--- src/rtl/smm_entry_pkg.sv ---
package smm_entry_pkg;

    typedef enum logic [1:0] {
        MODE_IDLE   = 2'd0,
        MODE_PEND   = 2'd1,
        MODE_ACTIVE = 2'd2
    } smm_mode_e;

    // Width of a counter that must hold values 0..max_val
    function automatic int cnt_width(input int max_val);
        return (max_val < 2) ? 1 : $clog2(max_val + 1);
    endfunction

endpackage

--- src/rtl/smm_line_sync.sv ---
module smm_line_sync #(
    parameter int  STAGES  = 2,
    parameter logic RST_VAL = 1'b0
) (
    input  logic clk,
    input  logic rst,
    input  logic d_async,
    output logic q_sync
);
    logic [STAGES-1:0] chain;

    generate
        if (STAGES == 1) begin : g_single
            always_ff @(posedge clk) begin
                if (rst) chain <= RST_VAL;
                else     chain <= d_async;
            end
        end else begin : g_multi
            always_ff @(posedge clk) begin
                if (rst) chain <= {STAGES{RST_VAL}};
                else     chain <= {chain[STAGES-2:0], d_async};
            end
        end
    endgenerate

    assign q_sync = chain[STAGES-1];
endmodule

--- src/rtl/smm_edge_qual.sv ---
module smm_edge_qual
    import smm_entry_pkg::*;
#(
    parameter int MIN_HIGH = 2,
    parameter int MIN_LOW  = 2
) (
    input  logic clk,
    input  logic rst,
    input  logic line_n,
    output logic req_fire
);
    localparam int HW = cnt_width(MIN_HIGH);
    localparam int LW = cnt_width(MIN_LOW);
    localparam logic [HW-1:0] H_MAX  = HW'(MIN_HIGH);
    localparam logic [HW-1:0] H_LAST = HW'(MIN_HIGH - 1);
    localparam logic [LW-1:0] L_MAX  = LW'(MIN_LOW);
    localparam logic [LW-1:0] L_LAST = LW'(MIN_LOW - 1);

    logic [HW-1:0] high_run;
    logic [LW-1:0] low_run;
    logic          armed;

    // Fires on the MIN_LOW-th low sample of a run that follows a long enough high run
    assign req_fire = !line_n && armed && (low_run == L_LAST);

    always_ff @(posedge clk) begin
        if (rst) begin
            high_run <= '0;
            low_run  <= '0;
            armed    <= 1'b0;
        end else begin
            if (line_n) begin
                low_run  <= '0;
                high_run <= (high_run == H_MAX) ? H_MAX : high_run + 1'b1;
                armed    <= (high_run >= H_LAST);
            end else begin
                high_run <= '0;
                low_run  <= (low_run == L_MAX) ? L_MAX : low_run + 1'b1;
                if (req_fire) armed <= 1'b0;
            end
        end
    end
endmodule

--- src/rtl/smm_mode_ctrl.sv ---
module smm_mode_ctrl
    import smm_entry_pkg::*;
(
    input  logic clk,
    input  logic rst,
    input  logic req_fire,
    input  logic instr_boundary,
    input  logic rsm_exec,
    input  logic sreset,
    output logic in_smm,
    output logic enter_pulse,
    output logic sreset_blk
);
    smm_mode_e mode;

    always_ff @(posedge clk) begin
        if (rst) begin
            mode        <= MODE_IDLE;
            enter_pulse <= 1'b0;
        end else begin
            enter_pulse <= 1'b0;
            unique case (mode)
                MODE_IDLE:   if (req_fire) mode <= MODE_PEND;
                MODE_PEND:   if (instr_boundary) begin
                                 mode        <= MODE_ACTIVE;
                                 enter_pulse <= 1'b1;
                             end
                MODE_ACTIVE: if (rsm_exec) mode <= MODE_IDLE;
                default:     mode <= MODE_IDLE;
            endcase
        end
    end

    assign in_smm     = (mode == MODE_ACTIVE);
    assign sreset_blk = sreset && in_smm;
endmodule

--- src/rtl/smm_entry_ctrl.sv ---
module smm_entry_ctrl
    import smm_entry_pkg::*;
#(
    parameter int SYNC_STAGES = 2,
    parameter int MIN_HIGH    = 2,
    parameter int MIN_LOW     = 2
) (
    input  logic clk,
    input  logic rst,
    input  logic smi_n,
    input  logic instr_boundary,
    input  logic rsm_exec,
    input  logic sreset,
    output logic smiact_n,
    output logic enter_smm,
    output logic sreset_blocked
);
    logic line_s;
    logic fire;
    logic in_smm;

    // Reset value low: a line held low across reset shows no falling edge
    smm_line_sync #(.STAGES(SYNC_STAGES), .RST_VAL(1'b0)) u_sync (
        .clk     (clk),
        .rst     (rst),
        .d_async (smi_n),
        .q_sync  (line_s)
    );

    smm_edge_qual #(.MIN_HIGH(MIN_HIGH), .MIN_LOW(MIN_LOW)) u_qual (
        .clk      (clk),
        .rst      (rst),
        .line_n   (line_s),
        .req_fire (fire)
    );

    smm_mode_ctrl u_mode (
        .clk            (clk),
        .rst            (rst),
        .req_fire       (fire),
        .instr_boundary (instr_boundary),
        .rsm_exec       (rsm_exec),
        .sreset         (sreset),
        .in_smm         (in_smm),
        .enter_pulse    (enter_smm),
        .sreset_blk     (sreset_blocked)
    );

    assign smiact_n = !in_smm;
endmodule

--- config.mk ---
export PLATFORM = sky130hd
export DESIGN_NAME = smm_entry_ctrl
export DESIGN_NICKNAME = d
export VERILOG_FILES = /design/src/rtl/smm_entry_pkg.sv /design/src/rtl/smm_line_sync.sv /design/src/rtl/smm_edge_qual.sv /design/src/rtl/smm_mode_ctrl.sv /design/src/rtl/smm_entry_ctrl.sv
export SDC_FILE = /design/constraint.sdc
export NUM_CORES = 1
export LEC_CHECK = 0
export ABC_AREA = 1
export BUFFER_PORTS_ARGS = -buffer_cell sky130_fd_sc_hd__buf_2
export CAP_MARGIN = 20
export CORE_AREA = 5 5 42 44
export CTS_CLUSTER_DIAMETER = 30
export DETAILED_ROUTE_END_ITERATION = 12
export DIE_AREA = 0 0 47 49
export REMOVE_ABC_BUFFERS = 1
export SETUP_SLACK_MARGIN = 0.4
export SYNTH_ARGS = -nofsm -noshare
export SYNTH_HDL_FRONTEND = slang
export SYNTH_SLANG_ARGS = --single-unit
export TNS_END_PERCENT = 1
--- constraint.sdc ---
create_clock -name clk -period 2.5 [get_ports clk]
set_clock_uncertainty 0.1 [all_clocks]
set_input_delay 0.625 -clock clk [delete_from_list [all_inputs] [get_ports clk]]
set_output_delay 0.625 -clock clk [all_outputs]
set_load 0.02 [all_outputs]
==> impl_results.md <==
- Run status: finished clean
- Average size of a mapped cell: 8.39 µm²
- Core area: 1400 µm²
- Power Total: 0.299 mW
- Die width: 47 µm
- Most frequent CP cell: buf_2
- Worst Path Max Fanout: 1
- CTS tree: done
- Hold-critical path endpoint: u_sync.chain[1]
- Synthesized cell area: 403 µm²
- Mapped Cells: 48
- Setup crit start kind: primary input
- Pwr dens: 615 nW/µm²
- Vias in the first global route: 255
- Endpoints failing setup: 0
- Top post-synthesis cells by area: dfxtp_1 (50%), ha_1 (12%), inv_1 (11%)
- Max-Cap Viols: 0
- Grt peak-use layer: met1
- # clock sinks: 10
- Die area: 2300 µm²
- Share of Yosys cell area claimed by the top area cell type: 0.497
- GRT met1 Usage: 0.0756
- Reg2reg setup slack: 1.55 ns
- Overflow after GRT: 0
- TritonCTS Buffers: 3
- Crit Reg-Reg Startpoint: u_qual.high_run[0]
- Routed Antenna Nets: 0
- Resize count post-CTS: 0
- Pre-CTS WS: 0.805 ns
- Crit path DAT: 0.97 ns
- GR Util met2: 0.0747
- Post-Route WL: 595 µm
- Post-synthesis async set-or-reset flop share: 0
- Final Core Density: 0.346
- Worst Tran Pin Value: 0.134 ns
- Final GP Congestion: 0.613
- WHS Path Cells: 2
- Slew Limit Fails: 0
- All-Layer GR Usage: 0.0643
- Post-CTS Hold Buffers: 0
- Critical path, cell by cell: buf_2 > inv_1 > nor2_1 > buf_2
- Skew-Pair Late Insertion Delay: 0.26 ns
- Antenna violations before repair: 0
- Worst setup EP type: output port
- Combinational power share: 0.072
- Sequential power share: 0.569
- Clk pin slew, worst setup/hold paths: 0.06 ns
- Share of cells above drive strength 1: 0.220
- Worst hold path startpoint: u_sync.chain[0]
- Pint: 0.232 mW
- Sw Ratio: 0.223
- Vias: 299
- Critical path's largest stage delay: 0.16 ns
- Max Fclk: 0.591 GHz
- R2R depth: 4
- CTS H-tree depth: 1
- Post-synth EDFFs: 0
- Setup Total Neg Slack: 0 ns
- Synth area leader: dfxtp_1
- Slew margin rel.: 0.910
- Sequential cell area fraction in the yosys report: 0.497
- Row count: 14
- FF-to-FF End: u_qual.high_run[1]
- Flops & latches, synth: 10
- Starting density of the core: 0.287
- Post-CTS Setup Inserts: 0
- Net Switching: 0.0665 mW
- Largest net degree at the start of global routing: 8
- Period Utilization, post-route: 0.677
- LEAKAGE: 0.224 nW
- Fill count: 150
- Nets: 71
- Residual DRC: 0
- Top FF cell, synth: dfxtp_1
- Final Hold Vio Count: 0
- Count leader, synth: inv_1
- Worst min-delay path category: flip-flop to flip-flop
- Via density: 3.99
- Critical setup path kind: primary input to output port
- DIE HEIGHT: 49 µm
- # IOs: 9
- Ant diodes: 0
- CTS root buffer: clkbuf_4
- Post-DR wirelength/cell: 7.93 µm
- Most frequent cells after synthesis: inv_1 (12), dfxtp_1 (10), nor2_1 (8), ha_1 (4), nand2_1 (4)
- Area grow syn2layout: 20.5%
- Drt first pass iters: 2
- Post-route minimum period: 1.69 ns
- CTS Buffer Depth: 2
- I/O Buffers: 8
- RSZ-0062 raised after global routing: no
- Max VDD drop: 0.334 mV
- Global-route wire length before repair: 979 µm
- Grt met3 use: 0.0332
- Synth unique cells: 13
- Post-detail-place hpwl: 463 µm
- Crit-path slowest cell: buf_2
- Clock share of power: 0.359
- Required @ worst endpoint: 1.77 ns
- Yosys warnings: 0
- Initial drt markers: 2
- Worst Slack Setup Final: 0.809 ns
==> metrics by stage <==
step                cells  instance area [µm²]  hold WS, ns
floorplan              48                  403        0.288
detailed placement     72                  463        0.299
global route           75                  485        0.336
CTS                    75                  485        0.308
finish                 75                  485        0.307
global placement       72                  463        0.289
==> worst max-delay path, delay by kind of cell <==
| kind | cells | cell delay (ns) |
|---|---|---|
| buf+inv | 3 | 0.26 |
| simple gates | 1 | 0.08 |
==> state kept, by name, summed over array words and instances, names as in the netlist <==
signal              flops
u_qual.low_run          2
u_mode.enter_pulse      1
u_sync.chain            2
u_qual.high_run         2
u_qual.armed            1
u_mode.mode             2
==> routing by layer <==
layer / share of wire / vias to the layer above
li1: - / 166
met1: 0.48 / 125
met2: 0.43 / 6
met3: 0.071 / 2
met4: 0.022 / 0
met5: 0 / -
==> worst max path at each step <==
stage | from | slack [ns] | end
3_3_place_gp | sreset | 0.82 | sreset_blocked
5_1_grt | u_mode.mode[0] | 0.74 | sreset_blocked
3_5_place_dp | sreset | 0.80 | sreset_blocked
6_report | sreset | 0.81 | sreset_blocked
2_1_floorplan | sreset | 0.84 | sreset_blocked
4_1_cts | u_mode.mode[0] | 0.80 | sreset_blocked
==> logic make-up after synthesis <==
group           count (synthesis)  synth area share
compound gates                  3            0.0373
fa+ha+maj                       4             0.124
buf+inv                        12             0.112
flops                          10             0.497
simple gates                   19             0.230
==> cell usage in the layout (no fill, tap or decap) <==
cell      instances
inv_1            12
clkbuf_4          3
o21ai_0           1
ha_1              4
nor2_1            8
a21oi_1           2
nor3_1            1
nand3_1           1
nand2_1           4
buf_2             8
nand3b_1          2
dfxtp_1          10
nor3_2            1
or2_1             1
nor2_2            1
==> power groups by stage <==
stage          clock, mW  sequential [mW]  combinational, mW
2_1_floorplan          0            0.173             0.0140
3_3_place_gp           0            0.173             0.0203
3_5_place_dp           0            0.174             0.0218
4_1_cts            0.113            0.170             0.0219
5_1_grt            0.123            0.171             0.0266
6_report           0.107            0.170             0.0216
==> layout make-up <==
type / instances / area [µm²] / area share
Sequential cell: 10 / 200 / 0.412
Multi-Input combinational cell: 26 / 158 / 0.325
Inverter: 12 / 45.0 / 0.0928
Timing Repair Buffer: 8 / 40.0 / 0.0825
Clock buffer: 3 / 22.5 / 0.0464
Tap cell: 16 / 20.0 / 0.0412
Note: power is estimated with default switching activity, not from simulation.
